--- src/rtl/spi_port_pkg.sv ---
package spi_port_pkg;

    typedef enum logic [1:0] {
        SEL_3W      = 2'b00,
        SEL_4W_IN   = 2'b01,
        SEL_4W_OUT0 = 2'b10,
        SEL_4W_OUT1 = 2'b11
    } sel_mode_e;

    typedef enum logic [1:0] {
        A_CTRL = 2'd0,
        A_DIV  = 2'd1,
        A_DATA = 2'd2,
        A_STAT = 2'd3
    } reg_addr_e;

    // Control register layout, MSB first: sel[5:4], cpha[3], cpol[2], master[1], en[0]
    typedef struct packed {
        sel_mode_e sel;
        logic      cpha;
        logic      cpol;
        logic      master;
        logic      en;
    } ctrl_t;

    // Status layout: ovr[2], modef[1], done[0]
    typedef struct packed {
        logic ovr;
        logic modef;
        logic done;
    } flags_t;

    function automatic logic slave_selected(input sel_mode_e s, input logic nss);
        return (s == SEL_3W) || ((s == SEL_4W_IN) && !nss);
    endfunction

    function automatic logic nss_is_output(input sel_mode_e s);
        return (s == SEL_4W_OUT0) || (s == SEL_4W_OUT1);
    endfunction

endpackage

--- src/rtl/spi_sync.sv ---
module spi_sync #(
    parameter int          W       = 3,
    parameter logic [W-1:0] RST_VAL = '0
) (
    input  logic         clk,
    input  logic         rst,
    input  logic [W-1:0] d,
    output logic [W-1:0] q
);
    for (genvar i = 0; i < W; i++) begin : g_bit
        logic [1:0] st_q;
        always_ff @(posedge clk) begin
            if (rst) st_q <= {2{RST_VAL[i]}};
            else     st_q <= {st_q[0], d[i]};
        end
        assign q[i] = st_q[1];
    end
endmodule

--- src/rtl/spi_mclk.sv ---
module spi_mclk #(
    parameter int DIVW = 8,
    parameter int BITS = 8
) (
    input  logic            clk,
    input  logic            rst,
    input  logic            start,
    input  logic            abort,
    input  logic [DIVW-1:0] div,
    output logic            busy,
    output logic            sck_act,
    output logic            lead,
    output logic            trail,
    output logic            last
);
    localparam int HW = $clog2(2 * BITS);
    localparam logic [HW-1:0] HC_END = HW'(2 * BITS - 1);

    logic [DIVW-1:0] pre_q;
    logic [HW-1:0]   hc_q;
    logic            busy_q;
    logic            act_q;
    logic            tick;

    assign tick    = busy_q && (pre_q == div);
    assign lead    = tick && !hc_q[0];
    assign trail   = tick &&  hc_q[0];
    assign last    = tick && (hc_q == HC_END);
    assign busy    = busy_q;
    assign sck_act = act_q;

    always_ff @(posedge clk) begin
        if (rst || abort) begin
            busy_q <= 1'b0;
            act_q  <= 1'b0;
            pre_q  <= '0;
            hc_q   <= '0;
        end else if (start && !busy_q) begin
            busy_q <= 1'b1;
            act_q  <= 1'b0;
            pre_q  <= '0;
            hc_q   <= '0;
        end else if (busy_q) begin
            if (tick) begin
                pre_q <= '0;
                act_q <= ~act_q;
                hc_q  <= hc_q + 1'b1;
                if (last) busy_q <= 1'b0;
            end else begin
                pre_q <= pre_q + 1'b1;
            end
        end
    end

    // clock sits at its idle phase whenever no transfer runs
    a_r3_idle_phase: assert property (@(posedge clk) disable iff (rst)
        !busy_q |-> !act_q);

    // clock level holds for a whole half period
    a_r2_half_hold: assert property (@(posedge clk) disable iff (rst)
        (busy_q && !tick && !abort) |=> $stable(act_q));

endmodule

--- src/rtl/spi_shift_core.sv ---
module spi_shift_core #(
    parameter int BITS = 8
) (
    input  logic            clk,
    input  logic            rst,
    input  logic            clear,
    input  logic            load,
    input  logic [BITS-1:0] load_val,
    input  logic            sample,
    input  logic            shift,
    input  logic            bit_in,
    output logic            tx_msb,
    output logic [BITS-1:0] rx_word,
    output logic            complete,
    output logic            cnt_zero
);
    localparam int CW = $clog2(BITS);
    localparam logic [CW-1:0] CNT_LAST = CW'(BITS - 1);

    logic [BITS-1:0] tx_q;
    logic [BITS-1:0] rx_q;
    logic [CW-1:0]   cnt_q;

    assign tx_msb   = tx_q[BITS-1];
    assign rx_word  = {rx_q[BITS-2:0], bit_in};
    assign complete = sample && (cnt_q == CNT_LAST);
    assign cnt_zero = (cnt_q == '0);

    always_ff @(posedge clk) begin
        if (rst) begin
            tx_q <= '0;
        end else if (load) begin
            tx_q <= load_val;
        end else if (shift) begin
            tx_q <= {tx_q[BITS-2:0], 1'b0};
        end
    end

    always_ff @(posedge clk) begin
        if (rst || clear) begin
            rx_q  <= '0;
            cnt_q <= '0;
        end else if (sample) begin
            rx_q  <= rx_word;
            cnt_q <= complete ? '0 : cnt_q + 1'b1;
        end
    end

    // transmit byte only moves on a load or shift strobe
    a_r5_tx_hold: assert property (@(posedge clk) disable iff (rst)
        (!load && !shift) |=> $stable(tx_q));

    // a cleared engine restarts its bit count
    a_r6_cnt_clear: assert property (@(posedge clk) disable iff (rst)
        clear |=> (cnt_q == '0));

endmodule

--- src/rtl/spi_port.sv ---
module spi_port
    import spi_port_pkg::*;
#(
    parameter int DW   = 8,
    parameter int DIVW = 8
) (
    input  logic          clk,
    input  logic          rst,
    input  logic          wr_en,
    input  logic          rd_en,
    input  logic [1:0]    addr,
    input  logic [DW-1:0] wdata,
    output logic [DW-1:0] rdata,
    input  logic          sck_i,
    output logic          sck_o,
    output logic          sck_oe,
    input  logic          mosi_i,
    output logic          mosi_o,
    output logic          mosi_oe,
    input  logic          miso_i,
    output logic          miso_o,
    output logic          miso_oe,
    input  logic          nss_i,
    output logic          nss_o,
    output logic          nss_oe,
    output logic          done_o,
    output logic          modef_o,
    output logic          ovr_o
);
    localparam int CTRL_W = $bits(ctrl_t);

    ctrl_t           ctrl_q;
    logic [DIVW-1:0] div_q;
    logic [DW-1:0]   rxbuf_q;
    logic            rxf_q;
    flags_t          flg_q;
    logic            sck_d_q;
    logic            nss_d_q;

    // synchronized bus inputs, order {nss, mosi, sck}
    logic [2:0] sync_q;
    logic       sck_s, mosi_s, nss_s;

    spi_sync #(.W(3), .RST_VAL(3'b100)) i_sync (
        .clk (clk),
        .rst (rst),
        .d   ({nss_i, mosi_i, sck_i}),
        .q   (sync_q)
    );
    assign sck_s  = sync_q[0];
    assign mosi_s = sync_q[1];
    assign nss_s  = sync_q[2];

    always_ff @(posedge clk) begin
        if (rst) begin
            sck_d_q <= 1'b0;
            nss_d_q <= 1'b1;
        end else begin
            sck_d_q <= sck_s;
            nss_d_q <= nss_s;
        end
    end

    logic is_master, is_slave, sel_ok, slave_act;
    logic sck_chg, s_lead, s_trail, nss_fall;
    logic wr_data, rd_data, start, fault;
    logic m_busy, m_act, m_lead, m_trail, m_last;
    logic lead, trail, samp, shft;
    logic tx_msb, complete, cnt_zero, core_clear, core_load, bit_in;
    logic [DW-1:0] rx_word;

    assign is_master = ctrl_q.en && ctrl_q.master;
    assign is_slave  = ctrl_q.en && !ctrl_q.master;
    assign sel_ok    = slave_selected(ctrl_q.sel, nss_s);
    assign slave_act = is_slave && sel_ok;
    assign sck_chg   = sck_s ^ sck_d_q;
    assign s_lead    = slave_act && sck_chg && (sck_s != ctrl_q.cpol);
    assign s_trail   = slave_act && sck_chg && (sck_s == ctrl_q.cpol);
    assign nss_fall  = nss_d_q && !nss_s;

    assign wr_data = wr_en && (reg_addr_e'(addr) == A_DATA);
    assign rd_data = rd_en && (reg_addr_e'(addr) == A_DATA);
    assign start   = is_master && wr_data && !m_busy;
    assign fault   = is_master && (ctrl_q.sel == SEL_4W_IN) && nss_fall;

    spi_mclk #(.DIVW(DIVW), .BITS(DW)) i_mclk (
        .clk     (clk),
        .rst     (rst),
        .start   (start),
        .abort   (fault || !is_master),
        .div     (div_q),
        .busy    (m_busy),
        .sck_act (m_act),
        .lead    (m_lead),
        .trail   (m_trail),
        .last    (m_last)
    );

    assign lead  = is_master ? m_lead  : s_lead;
    assign trail = is_master ? m_trail : s_trail;
    assign samp  = ctrl_q.cpha ? trail : lead;
    assign shft  = ctrl_q.cpha ? (lead && !cnt_zero) : trail;

    assign bit_in     = is_master ? miso_i : mosi_s;
    assign core_load  = wr_data && !(is_master && m_busy);
    assign core_clear = start || !ctrl_q.en || (is_slave && !sel_ok) || fault;

    spi_shift_core #(.BITS(DW)) i_core (
        .clk      (clk),
        .rst      (rst),
        .clear    (core_clear),
        .load     (core_load),
        .load_val (wdata),
        .sample   (samp),
        .shift    (shft),
        .bit_in   (bit_in),
        .tx_msb   (tx_msb),
        .rx_word  (rx_word),
        .complete (complete),
        .cnt_zero (cnt_zero)
    );

    // register file and flags
    always_ff @(posedge clk) begin
        if (rst) begin
            ctrl_q  <= '0;
            div_q   <= '0;
            rxbuf_q <= '0;
            rxf_q   <= 1'b0;
            flg_q   <= '0;
        end else begin
            if (wr_en && reg_addr_e'(addr) == A_CTRL) ctrl_q <= ctrl_t'(wdata[CTRL_W-1:0]);
            if (wr_en && reg_addr_e'(addr) == A_DIV)  div_q  <= wdata[DIVW-1:0];
            if (wr_en && reg_addr_e'(addr) == A_STAT) flg_q  <= flg_q & ~flags_t'(wdata[2:0]);
            if (rd_data) rxf_q <= 1'b0;
            if (complete) begin
                rxbuf_q <= rx_word;
                rxf_q   <= 1'b1;
                if (rxf_q && !rd_data) flg_q.ovr <= 1'b1;
                if (!is_master) flg_q.done <= 1'b1;
            end
            if (m_last && is_master) flg_q.done <= 1'b1;
            if (fault) begin
                ctrl_q.master <= 1'b0;
                flg_q.modef   <= 1'b1;
            end
        end
    end

    always_comb begin
        case (reg_addr_e'(addr))
            A_CTRL:  rdata = DW'(ctrl_q);
            A_DIV:   rdata = DW'(div_q);
            A_DATA:  rdata = rxbuf_q;
            default: rdata = DW'(flg_q);
        endcase
    end

    assign sck_oe  = is_master;
    assign sck_o   = ctrl_q.cpol ^ m_act;
    assign mosi_oe = is_master;
    assign mosi_o  = tx_msb;
    assign miso_oe = slave_act;
    assign miso_o  = tx_msb;
    assign nss_oe  = ctrl_q.en && nss_is_output(ctrl_q.sel);
    assign nss_o   = ctrl_q.sel[0];
    assign done_o  = flg_q.done;
    assign modef_o = flg_q.modef;
    assign ovr_o   = flg_q.ovr;

    // a disabled port never drives MISO
    a_r4_miso_off: assert property (@(posedge clk) disable iff (rst)
        !ctrl_q.en |-> !miso_oe);

    // select fault drops master mode and raises the flag
    a_r7_fault_drop: assert property (@(posedge clk) disable iff (rst)
        fault |=> (!ctrl_q.master && flg_q.modef));

    // deselected four-wire slave keeps its data and buffer
    a_r5_desel_hold: assert property (@(posedge clk) disable iff (rst)
        (is_slave && ctrl_q.sel == SEL_4W_IN && nss_s && !wr_data)
        |=> ($stable(miso_o) && $stable(rxbuf_q)));

    // the final clock edge raises done
    a_r2_done_on_last: assert property (@(posedge clk) disable iff (rst)
        (m_last && is_master) |=> flg_q.done);

endmodule

--- config.mk ---
export PLATFORM = sky130hd
export DESIGN_NAME = spi_port
export DESIGN_NICKNAME = d
export VERILOG_FILES = /design/src/rtl/spi_port_pkg.sv /design/src/rtl/spi_sync.sv /design/src/rtl/spi_mclk.sv /design/src/rtl/spi_shift_core.sv /design/src/rtl/spi_port.sv
export SDC_FILE = /design/constraint.sdc
export NUM_CORES = 1
export LEC_CHECK = 0
export BUFFER_PORTS_ARGS = -buffer_cell sky130_fd_sc_hd__buf_4
export CORE_ASPECT_RATIO = 1.25
export CORE_MARGIN = 8
export CORE_UTILIZATION = 46
export DETAILED_ROUTE_END_ITERATION = 8
export HOLD_SLACK_MARGIN = 0.03
export PLACE_DENSITY = 0.63
export SLEW_MARGIN = 20
export SYNTH_ARGS = -nofsm -noshare
export SYNTH_HDL_FRONTEND = slang
export SYNTH_SLANG_ARGS = --single-unit
--- constraint.sdc ---
create_clock -name clk -period 2.13 [get_ports clk]
set_input_delay 0.426 -clock clk [delete_from_list [all_inputs] [get_ports clk]]
set_output_delay 0.426 -clock clk [all_outputs]
set_load 0.02 [all_outputs]
==> impl_metrics.xml <==
<?xml version="1.0" encoding="UTF-8"?>
<metrics>
  <group name="sta">
    <metric name="min_tclk_post_route" unit="ns">2.01</metric>
    <metric name="worst-slew-pin-transition" unit="ns">0.828</metric>
    <metric name="grt_setup_unrepaired" unit="">no</metric>
    <metric name="setup_tns" unit="ns">0</metric>
    <metric name="final-max-slew-violation-count" unit="">0</metric>
    <metric name="clock-skew-final" unit="ns">0.00820</metric>
    <metric name="max_clock_freq" unit="MHz">498</metric>
    <metric name="worst_hold_slack" unit="ns">0.268</metric>
    <metric name="final-hold-violation-count" unit="">0</metric>
    <metric name="setup_violations" unit="">0</metric>
    <metric name="timing.slew.headroom" unit="%">44.7</metric>
    <metric name="post-route-period-util" unit="%">94.4</metric>
    <metric name="setup_ws" unit="ns">0.120</metric>
  </group>
  <group name="cts">
    <metric name="path_clk_slew" unit="ns">0.07</metric>
    <metric name="clockBufferDepth" unit="">2</metric>
    <metric name="number_of_buffers_added_by_the_clock_tree_synthesis_step" unit="">9</metric>
    <metric name="post_cts_buffers" unit="">0</metric>
    <metric name="root_buffer" unit="">sky130_fd_sc_hd__clkbuf_8</metric>
    <metric name="cts_tree" unit="">done</metric>
    <metric name="clock_insertion_delay_worst_skew" unit="ns">0.34</metric>
    <metric name="htree_num_levels" unit="">3</metric>
    <metric name="clock-sinks" unit="">66</metric>
  </group>
  <group name="final_layout">
    <metric name="multiInputGateArea" unit="mm2">0.00182</metric>
    <metric name="layout.cell_area.non_filler" unit="mm2">0.00387</metric>
    <metric name="layout.nets" unit="">431</metric>
    <metric name="final-seq-area" unit="mm2">0.00132</metric>
    <metric name="filler_cell_count" unit="">656</metric>
    <metric name="antenna_diode_count" unit="">0</metric>
    <metric name="post_route_cells_drive_above_1_share" unit="%">22.6</metric>
    <metric name="area_growth_syn_to_layout" unit="%">17.9</metric>
  </group>
  <group name="logic_synthesis">
    <metric name="syn_inst" unit="">365</metric>
    <metric name="post_synth_num_cell_types" unit="">51</metric>
    <metric name="seq_area_frac_synth" unit="%">40.2</metric>
    <metric name="ys_ff_latch" unit="">66</metric>
    <metric name="post-synth-top-count-cell" unit="">sky130_fd_sc_hd__dfxtp_1</metric>
    <metric name="synthesis.area_per_instance" unit="um2">8.99</metric>
    <metric name="synthesis_warning_total" unit="">0</metric>
    <metric name="number_of_flops_mapped_to_enable_cells_by_yosys" unit="">0</metric>
    <metric name="synth_top_flop_cell" unit="">sky130_fd_sc_hd__dfxtp_1</metric>
    <metric name="leading_post_synthesis_cells_by_instance_count" unit="">66 x sky130_fd_sc_hd__dfxtp_1, 34 x sky130_fd_sc_hd__a21oi_1, 28 x sky130_fd_sc_hd__nand2_1, 26 x sky130_fd_sc_hd__nor2_1, 21 x sky130_fd_sc_hd__mux2i_1</metric>
    <metric name="synth_top_cell_by_area" unit="">sky130_fd_sc_hd__dfxtp_1</metric>
    <metric name="netlist.area_leader.share" unit="%">40.2</metric>
    <metric name="synth_async_sr_flop_share" unit="%">0</metric>
    <metric name="yosys-top-cells-area" unit="">sky130_fd_sc_hd__dfxtp_1 40%, sky130_fd_sc_hd__mux2i_1 6.4%, sky130_fd_sc_hd__a21oi_1 5.2%, sky130_fd_sc_hd__xor2_1 3.7%, sky130_fd_sc_hd__nand4_1 3.2%</metric>
    <metric name="mappedNetlistArea" unit="mm2">0.00328</metric>
    <metric name="postSynthNetCount" unit="">388</metric>
  </group>
  <group name="critical_path">
    <metric name="cp_num_cells" unit="">7</metric>
    <metric name="cp-end-kind" unit="">register</metric>
    <metric name="crit_path_end" unit="">i_core.rx_q[0]</metric>
    <metric name="crit_path_start_kind" unit="">register</metric>
    <metric name="timing.critical_path.required" unit="ns">2.33</metric>
    <metric name="timing.reg2reg.setup_slack" unit="ns">0.12</metric>
    <metric name="critical_path.top_delay_family" unit="">compound AO/OA/AOI/OAI gates</metric>
    <metric name="path_buf_inv" unit="">1</metric>
    <metric name="critical_path_arrival" unit="ns">2.20</metric>
    <metric name="slowest_delay" unit="ns">0.44</metric>
    <metric name="crit_chain" unit="">xor2_1, nor2_1, and4_4, a311o_1, buf_12, a21oi_1, nor3_2</metric>
    <metric name="max_fo_critical_path" unit="">18</metric>
    <metric name="crit_path_top_delay_cell" unit="">sky130_fd_sc_hd__a311o_1</metric>
    <metric name="reg_to_reg_endpoint" unit="">i_core.rx_q[0]</metric>
    <metric name="crit_path_start" unit="">div_q[7]</metric>
    <metric name="reg2regPathDepth" unit="">7</metric>
    <metric name="path_class" unit="">register to register</metric>
    <metric name="worstReg2RegStart" unit="">div_q[7]</metric>
  </group>
  <group name="route">
    <metric name="drt_first_pass_iters" unit="">4</metric>
    <metric name="antenna_left" unit="">0</metric>
    <metric name="drc" unit="">0</metric>
    <metric name="drt_wl_total" unit="um">8420</metric>
    <metric name="via_count" unit="">2782</metric>
    <metric name="detail_route.vias_per_cell" unit="">5.54</metric>
    <metric name="wl_per_cell" unit="um">16.8</metric>
    <metric name="drt_iter0_drc" unit="">131</metric>
  </group>
  <group name="hold_path">
    <metric name="path_type_of_the_worst_min_delay_path" unit="">input port to register</metric>
    <metric name="hold_path.startpoint" unit="">nss_i</metric>
  </group>
  <group name="placement">
    <metric name="gp_routability_congestion" unit="">0.921</metric>
    <metric name="dp_hpwl" unit="um">6230</metric>
    <metric name="io_buffer_count" unit="">36</metric>
    <metric name="placed_area" unit="mm2">0.00371</metric>
    <metric name="pre_cts_slack" unit="ns">-0.0550</metric>
  </group>
  <group name="global_routing">
    <metric name="grt_max_degree" unit="">24</metric>
    <metric name="globalRoute.totalOverflow" unit="">0</metric>
    <metric name="globalRoute.busiestLayer" unit="">met2</metric>
    <metric name="groute.layer.met3.usage" unit="%">4.74</metric>
    <metric name="grt_pass1_vias" unit="">2699</metric>
    <metric name="grt_first_pass_wirelength" unit="um">13800</metric>
    <metric name="grt.met1_usage" unit="%">20.2</metric>
    <metric name="grt.met2_usage" unit="%">28.2</metric>
    <metric name="global_route.usage.total" unit="%">16.9</metric>
    <metric name="antenna_found_initial" unit="">0</metric>
  </group>
  <group name="die">
    <metric name="io-pin-count" unit="">37</metric>
    <metric name="initial_core_util" unit="%">47.3</metric>
    <metric name="design.die.area" unit="mm2">0.0101</metric>
    <metric name="chipHeight" unit="um">110</metric>
    <metric name="core" unit="mm2">0.00693</metric>
    <metric name="die_width" unit="um">91.6</metric>
    <metric name="fp-row-count" unit="">34</metric>
  </group>
  <group name="power">
    <metric name="design_power_total" unit="W">0.00237</metric>
    <metric name="irDropWorstVdd" unit="V">0.000442</metric>
    <metric name="pwr_density_cell" unit="mW/mm2">611</metric>
    <metric name="power.leakage" unit="nW">1.50</metric>
  </group>
  <group name="status">
    <metric name="run_status" unit="">finished, final reports clean</metric>
  </group>
  <group name="run">
    <metric name="cap_violations" unit="">0</metric>
  </group>
</metrics>
[final cells by class]
class | instances | area share (%)
multi-input cells | 267 | 47.1
flip-flops and latches | 66 | 34.1
repair buffers | 56 | 11.2
clock buffers | 11 | 3.39
well taps | 90 | 2.91
inverters | 8 | 0.775
clock inverters | 4 | 0.517
[how the worst min path moves through the flow]
stage                         endpoint  slack, ns  depth (start not counted)
6_report       i_sync.g_bit[2].st_q[0]       0.27                          2
5_1_grt        i_sync.g_bit[2].st_q[0]       0.26                          2
4_1_cts        i_sync.g_bit[2].st_q[0]       0.25                          2
3_5_place_dp   i_sync.g_bit[2].st_q[1]       0.40                          1
3_3_place_gp   i_sync.g_bit[2].st_q[1]       0.39                          1
2_1_floorplan  i_sync.g_bit[2].st_q[1]       0.39                          1
[worst reg2reg max path, stage by stage (launching register included)]
cell and delay [ns]:
sky130_fd_sc_hd__dfxtp_1 0.38, sky130_fd_sc_hd__xor2_1 0.26, sky130_fd_sc_hd__nor2_1 0.10, sky130_fd_sc_hd__and4_4 0.27, sky130_fd_sc_hd__a311o_1 0.44, sky130_fd_sc_hd__buf_12 0.18, sky130_fd_sc_hd__a21oi_1 0.18, sky130_fd_sc_hd__nor3_2 0.06
[flip-flops by register name (all words and copies together) (netlist names), 4 cells and up]
name and flops:
div_q 8, i_core.tx_q 8, i_mclk.pre_q 8, rxbuf_q 8, i_core.rx_q 7, i_sync.g_bit.st_q 6
ctrl_q 5, i_mclk.hc_q 4
[kinds of logic after synthesis]
family	after synthesis	synth area share [%]
and+or+nand+nor	137	22.5
AOI/OAI and AO/OA	81	16.9
DFF	66	40.2
buffers and inverters	32	4.53
muxes	26	9.15
xor gates and xnor gates	18	4.80
adders and majority gates	5	1.91
[metal layers]
layer,vias to the layer above,routed length [um]
li1,1388,-
met1,1307,3820
met2,68,4060
met3,19,369
met4,0,175
met5,-,0
[layout by cell type (no fill, tap or decap), types with 8 or more instances in the layout]
master	synthesis	layout
sky130_fd_sc_hd__dfxtp_1	66	66
sky130_fd_sc_hd__mux2i_1	21	21
sky130_fd_sc_hd__nand4_1	17	17
sky130_fd_sc_hd__buf_4	2	55
sky130_fd_sc_hd__a21oi_1	34	33
sky130_fd_sc_hd__o31ai_1	8	8
sky130_fd_sc_hd__or2_2	9	9
sky130_fd_sc_hd__nand2_1	28	28
sky130_fd_sc_hd__o21bai_1	8	8
sky130_fd_sc_hd__nor2_1	26	26
sky130_fd_sc_hd__o21ai_1	9	9
sky130_fd_sc_hd__clkbuf_8	0	9
sky130_fd_sc_hd__xor2_1	14	14
sky130_fd_sc_hd__nand3_1	18	18
[per-stage QoR]
stage	utilization, %	std cells
detailed placement	53.5	487
global route	55.8	502
finish	55.8	502
floorplan	-	365
global placement	53.5	487
CTS	55.8	502
[report_power, final]
part,switching [W],leakage (nW),internal (W)
combinational,0.000118,0.880,0.0000912
sequential,0.0000209,0.535,0.00126
clock,0.000467,0.0827,0.000408
total,0.000606,1.50,0.00176
[timing repair]
item / in CTS / in global routing
hold buffers: 0 / 0
resized for setup: 1 / 2
pin swaps: 0 / 0
setup endpoints to repair: 18 / 16
No activity file was read; power rests on OpenSTA's default activity.
